[config.mk]
export PLATFORM = sky130hd
export DESIGN_NAME = reload_burst_timer
export DESIGN_NICKNAME = d
export VERILOG_FILES = /design/src/rtl/tmr_pkg.sv /design/src/rtl/tmr_cfg_latch.sv /design/src/rtl/tmr_core.sv /design/src/rtl/tmr_status.sv /design/src/rtl/reload_burst_timer.sv
export SDC_FILE = /design/constraint.sdc
export NUM_CORES = 1
export LEC_CHECK = 0
export ABC_CLOCK_PERIOD_IN_PS = 3900
export CAP_MARGIN = 10
export CORE_MARGIN = 2
export CORE_UTILIZATION = 52
export CTS_CLUSTER_DIAMETER = 50
export DETAILED_ROUTE_END_ITERATION = 16
export GPL_ROUTABILITY_DRIVEN = 0
export GPL_TIMING_DRIVEN = 0
export PLACE_DENSITY_LB_ADDON = 0.15
export SLEW_MARGIN = 10
export SYNTH_ARGS = -nofsm -noshare
export SYNTH_HDL_FRONTEND = slang
export SYNTH_SLANG_ARGS = --single-unit
[constraint.sdc]
create_clock -name clk -period 3.9 [get_ports clk]
set_clock_uncertainty 0.15 [all_clocks]
set_input_delay 0.78 -clock clk [delete_from_list [all_inputs] [get_ports clk]]
set_output_delay 0.78 -clock clk [all_outputs]
set_load 0.01 [all_outputs]
[src/rtl/tmr_pkg.sv]
package tmr_pkg;
  typedef enum logic [1:0] {
    RM_CONT    = 2'd0,
    RM_ONESHOT = 2'd1,
    RM_BURST   = 2'd2
  } run_mode_e;
endpackage

[src/rtl/tmr_cfg_latch.sv]
module tmr_cfg_latch
  import tmr_pkg::*;
#(
  parameter int          CNT_W      = 32,
  parameter logic [CNT_W-1:0] RST_RELOAD = 32'hFFFF_FFFE
) (
  input  logic             clk,
  input  logic             rst_n,
  input  logic             run_en,
  input  logic             oneshot_req,
  input  logic             burst_req,
  input  logic [CNT_W-1:0] reload_in,
  output run_mode_e        mode_q,
  output logic [CNT_W-1:0] reload_q,
  output logic             mode_err
);

  logic both_req;
  assign both_req = oneshot_req && burst_req;

  always_ff @(posedge clk) begin
    if (!rst_n) begin
      mode_q   <= RM_CONT;
      reload_q <= RST_RELOAD;
      mode_err <= 1'b0;
    end else if (!run_en) begin
      reload_q <= reload_in;
      if (both_req) begin
        mode_err <= 1'b1;
      end else begin
        mode_err <= 1'b0;
        mode_q   <= oneshot_req ? RM_ONESHOT : (burst_req ? RM_BURST : RM_CONT);
      end
    end
  end


  illegal_mode_kept_chk: assert property (@(posedge clk) disable iff (!rst_n)
    (!run_en && both_req) |=> (mode_err && mode_q == $past(mode_q)));


  cfg_frozen_chk: assert property (@(posedge clk) disable iff (!rst_n)
    run_en |=> ($stable(reload_q) && $stable(mode_q)));

endmodule

[src/rtl/tmr_core.sv]
module tmr_core
  import tmr_pkg::*;
#(
  parameter int CNT_W = 32,
  parameter int BST_W = 8
) (
  input  logic             clk,
  input  logic             rst_n,
  input  logic             run_en,
  input  logic             cnt_clr,
  input  logic             start_continue,
  input  run_mode_e        mode,
  input  logic [CNT_W-1:0] reload,
  input  logic [BST_W-1:0] burst_target,
  output logic [CNT_W-1:0] count,
  output logic [BST_W-1:0] burst_count,
  output logic             reload_evt
);

  logic             run_q;
  logic             halted;
  logic             start;
  logic             at_reload;
  logic [BST_W-1:0] bst_next;

  assign start     = run_en && !run_q;
  assign at_reload = (count == reload);
  assign bst_next  = burst_count + 1'b1;

  always_ff @(posedge clk) begin
    if (!rst_n) begin
      run_q       <= 1'b0;
      halted      <= 1'b0;
      count       <= '0;
      burst_count <= '0;
      reload_evt  <= 1'b0;
    end else begin
      run_q      <= run_en;
      reload_evt <= 1'b0;
      if (cnt_clr) begin
        count       <= '0;
        burst_count <= '0;
      end else if (start) begin
        halted <= 1'b0;
        case (mode)
          RM_ONESHOT: count <= '0;
          RM_BURST: begin
            if (!start_continue || burst_count >= burst_target) begin
              count       <= '0;
              burst_count <= '0;
            end
          end
          default: ;
        endcase
      end else if (run_en && !halted) begin
        if (at_reload) begin
          reload_evt <= 1'b1;
          case (mode)
            RM_ONESHOT: halted <= 1'b1;
            RM_BURST: begin
              burst_count <= bst_next;
              if (bst_next >= burst_target) halted <= 1'b1;
              else count <= '0;
            end
            default: count <= '0;
          endcase
        end else begin
          count <= count + 1'b1;
        end
      end
    end
  end


  clear_takes_effect_chk: assert property (@(posedge clk) disable iff (!rst_n)
    cnt_clr |=> (count == '0 && burst_count == '0));


  halted_holds_chk: assert property (@(posedge clk) disable iff (!rst_n)
    (halted && run_en && run_q && !cnt_clr) |=> $stable(count));


  evt_count_chk: assert property (@(posedge clk) disable iff (!rst_n)
    reload_evt |-> (count == '0 || halted));

endmodule

[src/rtl/tmr_status.sv]
module tmr_status (
  input  logic clk,
  input  logic rst_n,
  input  logic set_evt,
  input  logic clr_w1c,
  input  logic irq_en,
  output logic stat,
  output logic irq
);

  always_ff @(posedge clk) begin
    if (!rst_n)       stat <= 1'b0;
    else if (set_evt) stat <= 1'b1;
    else if (clr_w1c) stat <= 1'b0;
  end

  assign irq = stat && irq_en;


  stat_sets_chk: assert property (@(posedge clk) disable iff (!rst_n)
    set_evt |=> stat);


  stat_clears_chk: assert property (@(posedge clk) disable iff (!rst_n)
    (clr_w1c && !set_evt) |=> !stat);

endmodule

[src/rtl/reload_burst_timer.sv]
module reload_burst_timer
  import tmr_pkg::*;
#(
  parameter int               CNT_W      = 32,
  parameter int               BST_W      = 8,
  parameter logic [CNT_W-1:0] RST_RELOAD = 32'hFFFF_FFFE
) (
  input  logic             clk,
  input  logic             rst_n,
  input  logic             run_en,
  input  logic             cnt_clr,
  input  logic [CNT_W-1:0] reload_in,
  input  logic [BST_W-1:0] burst_target,
  input  logic             oneshot_req,
  input  logic             burst_req,
  input  logic             start_continue,
  input  logic             stat_clr,
  input  logic             irq_en,
  output logic [CNT_W-1:0] count,
  output logic [BST_W-1:0] burst_count,
  output logic             reload_pulse,
  output logic             reload_stat,
  output logic             irq,
  output logic             mode_err
);

  run_mode_e        mode_q;
  logic [CNT_W-1:0] reload_q;

  tmr_cfg_latch #(.CNT_W(CNT_W), .RST_RELOAD(RST_RELOAD)) u_cfg (
    .clk(clk), .rst_n(rst_n), .run_en(run_en),
    .oneshot_req(oneshot_req), .burst_req(burst_req), .reload_in(reload_in),
    .mode_q(mode_q), .reload_q(reload_q), .mode_err(mode_err)
  );

  tmr_core #(.CNT_W(CNT_W), .BST_W(BST_W)) u_core (
    .clk(clk), .rst_n(rst_n), .run_en(run_en), .cnt_clr(cnt_clr),
    .start_continue(start_continue), .mode(mode_q), .reload(reload_q),
    .burst_target(burst_target), .count(count), .burst_count(burst_count),
    .reload_evt(reload_pulse)
  );

  tmr_status u_stat (
    .clk(clk), .rst_n(rst_n), .set_evt(reload_pulse), .clr_w1c(stat_clr),
    .irq_en(irq_en), .stat(reload_stat), .irq(irq)
  );

endmodule

==> qor.yml <==
clock_network:
  cts_sinks: 79
  cts_buffers: 9
  clkTransAtPathRegs_ns: 0.10
  clock-root-buffer: "clkbuf_8"
  max-clock-path-buffers: 2
  cts_hold_buf: 0
  insertion_delay_ns: 0.37
  cts_setup_buffers: 0
  cts_resized: 0
  htree_levels: 3
  cts_tree: "built"
sta:
  finalSetupViolCount: 0
  grt_setup_unrepaired: "false"
  tightestPinTransition_ns: 0.771
  setup_slack_ns: 0.396
  finalSetupTns_ns: 0
  hold_viol: 0
  period_share_pct: 89.8
  fin_crit_ns: 3.50
  fin_hold_ws_ns: 0.336
  max_freq_ghz: 0.285
  final_max_slew_viol_count: 0
  max-slew-margin-rel_pct: 48.6
die:
  die_area_um2: 9700
  ios: 93
  rows: 34
  die_h_um: 98.5
  chipWidth_um: 98.5
  initial_core_util_pct: 53.5
  core_um2: 8680
global_route:
  overflow: 0
  grt_antenna_before_repair: 0
  grt.busiest_layer: "met2"
  grtUsageMet2_pct: 44.5
  grt_pass1_vias: 4372
  grt_use_total_pct: 27.5
  grtUsageMet3_pct: 5.82
  grt_start_max_net_pins: 17
  grt_pass1_wl_um: 21500
  use_met1_pct: 36.8
setup_path:
  crit_fanout: 10
  r2r.worst_path.cells: 13
  r2r_start: "u_core.burst_count[2]"
  crit_path_end_kind: "flop"
  crit_type: "flop to flop"
  reg2reg_to: "u_core.count[31]"
  start_kind: "flop"
  crit_arrival_ns: 3.61
  reg2reg_slack_ns: 0.40
  required_ns: 4.00
drt:
  drt-pass1-iter-count: 6
  wirelength_um: 13200
  vias_per_cell: 6.06
  dr.first_iter.drc_count: 394
  ant_nets: 0
  route.detailed.drc: 0
  vias: 4638
  drt-wirelength-per-cell_um: 17.2
yosys:
  netlist_top_cells_count: "dfxtp_1 (79), nand2_1 (79), xor2_1 (36)"
  synthCells: 549
  async_flop_share_pct: 0
  synth.area.top_cells: "dfxtp_1 (34%), mux2i_1 (7.3%), xor2_1 (6.8%), nand2_1 (6.4%), ha_1 (5.4%)"
  yosysSeqAreaShare_pct: 34.1
  synth-edff-count: 0
  syn-cell-area_um2: 4640
  synth_nets: 618
  synth-simple-area-share_pct: 23.4
  yosysTopAreaCellShare_pct: 34.1
  synth_compound_area_share_pct: 17.2
  yosys_most_used_dff: "dfxtp_1"
  synth.avg_cell_area_um2: 8.46
  synth_cell_types: 64
  synth_xor_area_share_pct: 7.17
  yosys_warnings: 0
  synth-adder-area-share_pct: 5.39
  yosysTopAreaCell: "dfxtp_1"
  synth.ff_latch_count: 79
  synth.area.mux_share_pct: 7.33
  synth_top_family_by_area: "simple AND/OR/NAND/NOR gates"
layout:
  final_net_count: 721
  fillers: 745
  drive_above_1_share_pct: 6.85
  n_antenna_cell: 0
  area_growth_pct: 26.8
  fin_area_um2: 5890
  seqCellArea_um2: 1580
  multiInputGateArea_um2: 2810
placed_design:
  dpl_cell_area_um2: 5700
  port_buffers: 92
  dp_slack_ns: 0.200
  hpwl_um: 10000
worst_hold_path:
  hold_class: "flop to flop"
  hp-start: "u_core.reload_evt"
  hold_path_depth: 1
  min_to: "u_stat.stat"
run_status:
  status: "finished clean"
power:
  power_density_nw_per_um2: 278
  p_leak_nw: 2.19
  finalPower_mw: 1.63
  irDropWorstVdd_mv: 0.227
flow_run:
  cap_viol_max_count: 0
-- layout make-up --
class,instances,area share [%]
clock buffers,9,2.10
well taps,108,2.30
inverters,30,1.91
clock inverters,7,1.06
repair buffers,92,15.6
plain buffers,30,2.42
flip-flops and latches,79,26.9
multi-input cells,410,47.7
-- worst max path at each step --
| stage | endpoint | startpoint | slack, ns |
|---|---|---|---|
| after floorplan | u_core.count[30] | u_core.burst_count[2] | 0.99 |
| after global placement | u_core.count[17] | burst_target[5] | 0.16 |
| after detailed placement | u_core.count[17] | burst_target[5] | 0.20 |
| after CTS | u_core.count[31] | u_core.burst_count[2] | 0.42 |
| after global routing | u_core.count[29] | u_core.burst_count[2] | 0.13 |
| final | u_core.count[31] | u_core.burst_count[2] | 0.40 |
-- worst max-delay path: stages (launching register included) --
cell and delay (ns):
dfxtp_1 0.48, and3_1 0.24, nand3_1 0.19, or2_2 0.36
xor2_1 0.20, inv_1 0.07, ha_1 0.29, o21ai_0 0.22
o21ai_0 0.11, nand2_1 0.14, nor4_1 0.07, a22oi_1 0.44
buf_2 0.33, o211ai_1 0.11
-- through the flow --
stage                     cells  util (%)
after global placement      749      65.7
after global routing        765      67.8
final                       765      67.8
after CTS                   765      67.8
after detailed placement    749      65.7
after floorplan             549         -
-- logic make-up (layout without fill, tap and decap cells) --
| logic type | Yosys count | in the layout |
|---|---|---|
| AO/OA/AOI/OAI | 110 | 110 |
| multiplexers | 34 | 34 |
| XOR/XNOR | 38 | 38 |
| buffers and inverters | 60 | 168 |
| adder cells (fa/ha/maj) | 20 | 20 |
| flip-flops | 79 | 79 |
| AND/OR/NAND/NOR | 208 | 208 |
-- power breakdown --
group	internal, mW	switching, mW
clock network	0.247	0.352
logic	0.0951	0.0935
registers	0.828	0.0185
-- cell usage in the layout (no fill, tap or decap), types with 5 or more instances in the layout --
cell              n
and2_1            7
buf_2            12
xor2_1           36
a21oi_1          12
o21ai_1           6
a211oi_1          5
o21ai_0          13
nor3_1            8
and3_1            7
mux2i_1          34
o211ai_1          8
ha_1             20
dfxtp_1          79
nand4_1           9
a221oi_1         10
clkdlybuf4s50_1  92
nor2_1           17
a2111oi_0         8
o22ai_1           7
clkbuf_8          9
clkbuf_1         15
nand3_1          34
nor4_1            9
inv_1            30
a31oi_1          11
nand2_1          79
nor2b_1           5
-- layer usage --
metal / wire length [um] / vias to the layer above
met5: 0 / -
met4: 296 / 0
met3: 1120 / 30
met2: 6040 / 233
met1: 5720 / 2176
li1: - / 2199
-- flip-flops by register name (all words and copies together), names as in the netlist --
signal              cells
u_cfg.mode_err          1
u_core.halted           1
u_stat.stat             1
u_core.reload_evt       1
u_cfg.mode_q            2
u_cfg.reload_q         32
u_core.run_q            1
u_core.burst_count      8
u_core.count           32
No activity file was read; power rests on OpenSTA's default activity.
